==> config.mk <==
export PLATFORM = sky130hd
export DESIGN_NAME = gpio_port_regs
export DESIGN_NICKNAME = d
export VERILOG_FILES = /design/src/rtl/gpio_regs_pkg.sv /design/src/rtl/gpio_setclr_reg.sv /design/src/rtl/gpio_pin_sync.sv /design/src/rtl/gpio_irq_flags.sv /design/src/rtl/gpio_read_mux.sv /design/src/rtl/gpio_port_regs.sv
export SDC_FILE = /design/constraint.sdc
export NUM_CORES = 2
export LEC_CHECK = 0
export BUFFER_PORTS_ARGS = -buffer_cell sky130_fd_sc_hd__buf_2
export CAP_MARGIN = 20
export CORE_AREA = 2 2 302 304
export CTS_CLUSTER_SIZE = 14
export DETAILED_ROUTE_END_ITERATION = 12
export DIE_AREA = 0 0 304 306
export PLACE_DENSITY = 0.64
export REMOVE_ABC_BUFFERS = 1
export SETUP_SLACK_MARGIN = 0.1
export SLEW_MARGIN = 10
export SYNTH_ARGS = -nofsm -noshare
export SYNTH_HDL_FRONTEND = slang
export SYNTH_SLANG_ARGS = --single-unit
==> constraint.sdc <==
create_clock -name clk -period 7.69 [get_ports clk]
set_input_delay 1.538 -clock clk [delete_from_list [all_inputs] [get_ports clk]]
set_output_delay 1.538 -clock clk [all_outputs]
set_load 0.02 [all_outputs]
==> src/rtl/gpio_regs_pkg.sv <==
// Package: address map and register-bank layout for the GPIO port registers.
// Assumes a 32-bit data word and word-aligned byte addresses (index = addr/4).
package gpio_regs_pkg;

    localparam int PORT_W = 32;

    // Registers with set and clear aliases at word index +1 and +2.
    localparam int NUM_SC   = 7;
    localparam int SC_FUNC  = 0;
    localparam int SC_OE    = 1;
    localparam int SC_OUT   = 2;
    localparam int SC_IEN   = 3;
    localparam int SC_WAKE  = 4;
    localparam int SC_ALT1  = 5;
    localparam int SC_ALT2  = 6;
    localparam int SC_BASE [NUM_SC] = '{0, 3, 6, 13, 19, 26, 29};

    // Plain read/write words.
    localparam int NUM_PL   = 12;
    localparam int PL_MODE  = 0;
    localparam int PL_POL   = 1;
    localparam int PL_INEN  = 2;
    localparam int PL_DUAL  = 3;
    localparam int PL_PAD0  = 4;
    localparam int NUM_PAD  = NUM_PL - PL_PAD0;
    localparam int PL_BASE [NUM_PL] = '{10, 11, 12, 23, 24, 25, 42, 43, 44, 45, 46, 48};

    // Read-only and special words.
    localparam int IDX_PIN     = 9;
    localparam int IDX_FLAG    = 16;
    localparam int IDX_FLAGCLR = 18;

    typedef logic [PORT_W-1:0] port_word_t;

endpackage

==> src/rtl/gpio_setclr_reg.sv <==
// Module: one register word with an optional pair of write-one-to-set and
// write-one-to-clear strobes. Assumes at most one strobe is active per cycle.
module gpio_setclr_reg #(
    parameter int          W         = 32,
    parameter logic [W-1:0] RST_VAL  = '0,
    parameter bit          HAS_ALIAS = 1'b1
) (
    input  logic         clk,
    input  logic         rst_n,
    input  logic         wr_base,
    input  logic         wr_set,
    input  logic         wr_clr,
    input  logic [W-1:0] wdata,
    output logic [W-1:0] q
);
    logic [W-1:0] set_m;
    logic [W-1:0] clr_m;
    logic [W-1:0] q_nxt;

    // Build the per-bit set and clear masks from the alias strobes.
    always_comb begin
        set_m = (HAS_ALIAS && wr_set) ? wdata : '0;
        clr_m = (HAS_ALIAS && wr_clr) ? wdata : '0;
    end

    // Next value: full load on a base write, else masked set then clear.
    always_comb begin
        if (wr_base) q_nxt = wdata;
        else         q_nxt = (q | set_m) & ~clr_m;
    end

    // State register with synchronous reset to the configured value.
    always_ff @(posedge clk) begin
        if (!rst_n) q <= RST_VAL;
        else        q <= q_nxt;
    end
endmodule

==> src/rtl/gpio_pin_sync.sv <==
// Module: two-flop synchronizer for the raw pin levels.
// Assumes each pin is an independent bit; no cross-bit coherence is offered.
module gpio_pin_sync #(
    parameter int W = 32
) (
    input  logic         clk,
    input  logic         rst_n,
    input  logic [W-1:0] d,
    output logic [W-1:0] q
);
    logic [W-1:0] stage1;

    // Two stages in series; both reset to zero.
    always_ff @(posedge clk) begin
        if (!rst_n) begin
            stage1 <= '0;
            q      <= '0;
        end else begin
            stage1 <= d;
            q      <= stage1;
        end
    end
endmodule

==> src/rtl/gpio_irq_flags.sv <==
// Module: sticky pending-interrupt flags. Set by detector pulses, cleared by
// write-one-to-clear. Assumes a pulse in the clear cycle should not be lost.
module gpio_irq_flags #(
    parameter int W = 32
) (
    input  logic         clk,
    input  logic         rst_n,
    input  logic [W-1:0] hit,
    input  logic         clr_wr,
    input  logic [W-1:0] wdata,
    output logic [W-1:0] flags
);
    logic [W-1:0] clr_m;

    // Clear mask is only active on a write to the clear address.
    always_comb clr_m = clr_wr ? wdata : '0;

    // Clear first, then OR in new hits so a same-cycle hit wins.
    always_ff @(posedge clk) begin
        if (!rst_n) flags <= '0;
        else        flags <= (flags & ~clr_m) | hit;
    end
endmodule

==> src/rtl/gpio_read_mux.sv <==
// Module: combinational read-data selection over the word index.
// Assumes alias words return their base register and holes return zero.
module gpio_read_mux
    import gpio_regs_pkg::*;
#(
    parameter int WORD_W = 6
) (
    input  logic                           aligned,
    input  logic [WORD_W-1:0]              word,
    input  logic [NUM_SC-1:0][PORT_W-1:0]  sc_q,
    input  logic [NUM_PL-1:0][PORT_W-1:0]  pl_q,
    input  port_word_t                     pin_q,
    input  port_word_t                     flags,
    output port_word_t                     rdata
);
    // Compare the word index against every mapped location; default zero.
    always_comb begin
        rdata = '0;
        if (aligned) begin
            for (int i = 0; i < NUM_SC; i++) begin
                if (int'(word) >= SC_BASE[i] && int'(word) <= SC_BASE[i] + 2)
                    rdata = sc_q[i];
            end
            for (int j = 0; j < NUM_PL; j++) begin
                if (int'(word) == PL_BASE[j])
                    rdata = pl_q[j];
            end
            if (int'(word) == IDX_PIN)
                rdata = pin_q;
            if (int'(word) == IDX_FLAG || int'(word) == IDX_FLAGCLR)
                rdata = flags;
        end
    end
endmodule

==> src/rtl/gpio_port_regs.sv <==
// Module: GPIO port register bank top. Decodes the register bus, holds the
// aliased and plain control words, synchronizes pins and keeps pending flags.
// Assumes one access per cycle; reads are combinational, writes land at the edge.
module gpio_port_regs
    import gpio_regs_pkg::*;
#(
    parameter int ADDR_W = 8
) (
    input  logic                    clk,
    input  logic                    rst_n,
    input  logic [ADDR_W-1:0]       bus_addr,
    input  logic                    bus_wr,
    input  logic [31:0]             bus_wdata,
    output logic [31:0]             bus_rdata,
    input  logic [31:0]             pin_in,
    input  logic [31:0]             irq_hit,
    output logic [31:0]             func_en,
    output logic [31:0]             alt1_sel,
    output logic [31:0]             alt2_sel,
    output logic [31:0]             out_en,
    output logic [31:0]             out_val,
    output logic [31:0]             int_mode,
    output logic [31:0]             int_pol,
    output logic [31:0]             int_dual,
    output logic [31:0]             in_en,
    output logic [31:0]             int_en,
    output logic [31:0]             wake_en,
    output logic [31:0]             int_flags,
    output logic [NUM_PAD*32-1:0]   pad_cfg
);
    localparam int WORD_W = ADDR_W - 2;

    logic                          aligned;
    logic [WORD_W-1:0]             word;
    logic                          wr_ok;
    logic [NUM_SC-1:0][PORT_W-1:0] sc_q;
    logic [NUM_PL-1:0][PORT_W-1:0] pl_q;
    port_word_t                    pin_q;
    port_word_t                    flags_q;
    logic                          flag_clr_wr;

    // Address split: word index plus alignment check.
    always_comb begin
        aligned = (bus_addr[1:0] == 2'b00);
        word    = bus_addr[ADDR_W-1:2];
        wr_ok   = bus_wr && aligned;
    end

    // Aliased control words; the function enable resets to all ones.
    for (genvar i = 0; i < NUM_SC; i++) begin : g_sc
        logic hit_base, hit_set, hit_clr;
        always_comb begin
            hit_base = wr_ok && (int'(word) == SC_BASE[i]);
            hit_set  = wr_ok && (int'(word) == SC_BASE[i] + 1);
            hit_clr  = wr_ok && (int'(word) == SC_BASE[i] + 2);
        end
        gpio_setclr_reg #(
            .W         (PORT_W),
            .RST_VAL   ((i == SC_FUNC) ? {PORT_W{1'b1}} : {PORT_W{1'b0}}),
            .HAS_ALIAS (1'b1)
        ) u_reg (
            .clk     (clk),
            .rst_n   (rst_n),
            .wr_base (hit_base),
            .wr_set  (hit_set),
            .wr_clr  (hit_clr),
            .wdata   (bus_wdata),
            .q       (sc_q[i])
        );
    end

    // Plain read/write words without aliases.
    for (genvar j = 0; j < NUM_PL; j++) begin : g_pl
        logic hit_base;
        always_comb hit_base = wr_ok && (int'(word) == PL_BASE[j]);
        gpio_setclr_reg #(
            .W         (PORT_W),
            .RST_VAL   ({PORT_W{1'b0}}),
            .HAS_ALIAS (1'b0)
        ) u_reg (
            .clk     (clk),
            .rst_n   (rst_n),
            .wr_base (hit_base),
            .wr_set  (1'b0),
            .wr_clr  (1'b0),
            .wdata   (bus_wdata),
            .q       (pl_q[j])
        );
    end

    gpio_pin_sync #(.W(PORT_W)) u_sync (
        .clk   (clk),
        .rst_n (rst_n),
        .d     (pin_in),
        .q     (pin_q)
    );

    // Flag clear strobe decode.
    always_comb flag_clr_wr = wr_ok && (int'(word) == IDX_FLAGCLR);

    gpio_irq_flags #(.W(PORT_W)) u_flags (
        .clk    (clk),
        .rst_n  (rst_n),
        .hit    (irq_hit),
        .clr_wr (flag_clr_wr),
        .wdata  (bus_wdata),
        .flags  (flags_q)
    );

    gpio_read_mux #(.WORD_W(WORD_W)) u_rmux (
        .aligned (aligned),
        .word    (word),
        .sc_q    (sc_q),
        .pl_q    (pl_q),
        .pin_q   (pin_q),
        .flags   (flags_q),
        .rdata   (bus_rdata)
    );

    // Parallel control outputs.
    always_comb begin
        func_en   = sc_q[SC_FUNC];
        out_en    = sc_q[SC_OE];
        out_val   = sc_q[SC_OUT];
        int_en    = sc_q[SC_IEN];
        wake_en   = sc_q[SC_WAKE];
        alt1_sel  = sc_q[SC_ALT1];
        alt2_sel  = sc_q[SC_ALT2];
        int_mode  = pl_q[PL_MODE];
        int_pol   = pl_q[PL_POL];
        in_en     = pl_q[PL_INEN];
        int_dual  = pl_q[PL_DUAL];
        int_flags = flags_q;
    end

    // Pad-setting words packed in address order.
    for (genvar k = 0; k < NUM_PAD; k++) begin : g_pad
        assign pad_cfg[k*32 +: 32] = pl_q[PL_PAD0 + k];
    end
endmodule

==> flow_summary.yaml <==
outcome:
  status: "finished clean"
setup_path:
  crit_buf_inv: 3
  critPathSlowestCell: "nor4_1"
  crit_fanout: 33
  end_kind: "output port"
  startpoint_type: "input pin"
  crit_path_cell_trace: "buf_2 -> or4b_4 -> or2_1 -> buf_4 -> o21ai_0 -> nor4_1 -> o21ai_0 -> a31oi_1 -> buf_2"
  cp_slowest_stage_delay_ps: 900
  cp.arrival_ps: 5390
  path_class: "in -> out"
  crit_required_ps: 6150
  cp_top_family: "simple AND/OR/NAND/NOR gates"
floorplan:
  die_width_um: 304
  core_area_um2: 89600
  rows: 110
  top_level_ports: 779
  dieArea_um2: 93000
  initial_core_util_pct: 35.3
  fp.dieH_um: 306
global_route:
  grt-busiest-layer: "met2"
  grt_max_degree: 213
  met1_usage_pct: 45.5
  grt_pass1_vias: 33200
  met3_usage_pct: 11.3
  grt_use_total_pct: 38.9
  antenna_found_initial: 9
  grt_first_pass_wirelength_mm: 263
  gr-usage-met2_pct: 62.1
  overflow: 0
place:
  place.port_buffers: 778
  place.gp.congestion: 1.01
  hpwl_mm: 135
  dp.cells: 5797
timing:
  tightest_slew_ps: 1180
  fin_crit_sh_pct: 90.1
  rsz0062_at_grt: "false"
  final_max_slew_viol_count: 0
  relSlewSlack_pct: 20.5
  finalCriticalPeriod_ps: 6930
  fin_tns_setup_ps: 0
  max_freq_ghz: 0.144
  setup_viol_count_final: 0
  finalHoldViolCount: 0
  skew_ps: 21.8
yosys:
  synth_edf_count: 0
  synthFlopType: "dfxtp_1"
  yosys_warnings: 0
  yosys.cell_count.top_type: "nand2_1"
  syn_avg_cell_area_um2: 7.54
  synth-seq-area-share_pct: 44.5
  ys_types: 78
  ys_ff_latch: 704
  synth_cells: 4193
  synthArstFlopShare_pct: 0
  syn-cell-area_um2: 31600
  yosys-top-cells-count: "1098 x nand2_1, 704 x dfxtp_1, 700 x a21oi_1, 354 x clkbuf_1, 282 x o21ai_0"
  synth_top_area_share_pct: 44.5
  synth_area_leader_cell: "dfxtp_1"
  synthTopCellsByArea: "dfxtp_1 45%, nand2_1 13%, a21oi_1 11%, a211oi_1 5.0%, o21ai_0 4.5%"
route:
  drc: 0
  vias_per_cell: 6.22
  drtIter0Drc: 5575
  drt-total-wl_mm: 190
  wire_per_inst_um: 32.1
  first_pass_iters: 10
  postRouteAntennaNets: 0
  vias: 37000
clocking:
  post_cts_buffers: 0
  clk_pin_slew_ps: 60
  cts_root_buf: "clkbuf_16"
  cts_tree: "done"
  numClockSinks: 704
  clk_path_buf_depth: 3
  cts_buffers: 79
  post_cts_resized: 0
  hold_buffers: 0
  clk_latency_ps: 650
  htreeDepth: 3
flow_run:
  drv_cap: 0
finish:
  drive_gt1_share_pct: 22.7
  layout.cells.non_filler: 5943
  syn2layout_area_growth_pct: 22.6
  utilization_pct: 43.3
  final_nets: 4811
hold_path:
  hp-class: "reg -> reg"
power_and_ir_drop:
  p_leak_nw: 14.9
  p_per_area_nw_per_um2: 206
  vdd_drop_max_mv: 0.141
==> layer usage <==
| metal | routed length [um] | vias to the layer above |
|---|---|---|
| met5 | 43 | - |
| li1 | - | 15800 |
| met2 | 84800 | 2848 |
| met3 | 23800 | 667 |
| met4 | 15500 | 6 |
| met1 | 66300 | 17600 |
==> metrics by stage <==
step | hold WS, ps | worst slack [ps] | power [mW] | area, um2
final | 411 | 762 | 8.00 | 38800
after global routing | 443 | 971 | 8.15 | 38800
after CTS | 421 | 1070 | 7.97 | 38700
after detailed placement | 419 | 1070 | 4.29 | 36200
after global placement | 413 | 1100 | 4.28 | 36200
after floorplan | 412 | -4000 | 3.99 | 29800
==> cell type report <==
| type | instances | area [um2] |
|---|---|---|
| clock buffers | 115 | 2250 |
| multi-input cells | 3042 | 16000 |
| well taps | 1176 | 1470 |
| clock inverters | 24 | 240 |
| fillers | 9130 | 50800 |
| repair buffers | 872 | 4680 |
| inverters | 5 | 26.3 |
| diodes | 5 | 12.5 |
| flip-flops and latches | 704 | 14100 |
==> placed cells by master (no fill, tap or decap), drive strengths merged, types with 5 or more instances in the layout <==
cell,Yosys,routed
a21o,5,5
diode,0,5
buf,88,872
clkinv,1,19
nor3,14,14
o21ai,284,284
o221a,5,5
nand4,13,13
a32o,6,6
and2,67,67
nand2,1098,1098
a22o,5,5
o22ai,37,37
a222oi,23,23
o221ai,24,24
a22oi,87,87
o31ai,6,6
a31oi,18,18
nor2b,8,8
a211oi,209,209
a2111oi,5,5
inv,4,7
nand3,44,44
nor2,168,168
nor4,7,7
o211ai,14,14
and3,6,6
nand2b,7,7
o21bai,6,6
dfxtp,704,704
a221o,9,9
a21oi,700,700
and4bb,5,5
clkbuf,354,115
or2,6,6
o21a,6,6
a221oi,60,60
a2bb2oi,34,34
==> power by group <==
part | switching, mW | internal (mW)
Sequential | 0.0269 | 3.68
Combinational | 0.393 | 0.125
Clock | 1.66 | 2.11
Total | 2.08 | 5.91
==> sequential cells by signal, summed over array words and instances (netlist names) <==
signal,flops
g_sc.u_reg.q,224
g_pl.u_reg.q,384
u_sync.stage1,32
u_sync.q,32
u_flags.flags,32
==> cells by family after synthesis <==
family                 count (synthesis)  share of synthesized area [%]
AO/OA/AOI/OAI                       1564                           30.1
AND/OR/NAND/NOR                     1472                           19.4
flip-flops                           704                           44.5
buffers and inverters                447                           5.73
multiplexers                           5                          0.174
XOR/XNOR                               1                         0.0277
==> path summary, 6_finish.rpt <==
check                                                     from                             end  slack, ps  cells past startpoint
worst max register to register  g_sc[0].u_reg.q[31]$_SDFF_PN1_  g_sc[0].u_reg.q[31]$_SDFF_PN1_       6640                      3
worst min-delay path              u_sync.stage1[13]$_SDFF_PN0_         u_sync.q[13]$_SDFF_PN0_        410                      1
worst min register to register    u_sync.stage1[13]$_SDFF_PN0_         u_sync.q[13]$_SDFF_PN0_        410                      1
worst max-delay path                               bus_addr[4]                   bus_rdata[10]        760                      9
No activity file was read; power rests on OpenSTA's default activity.
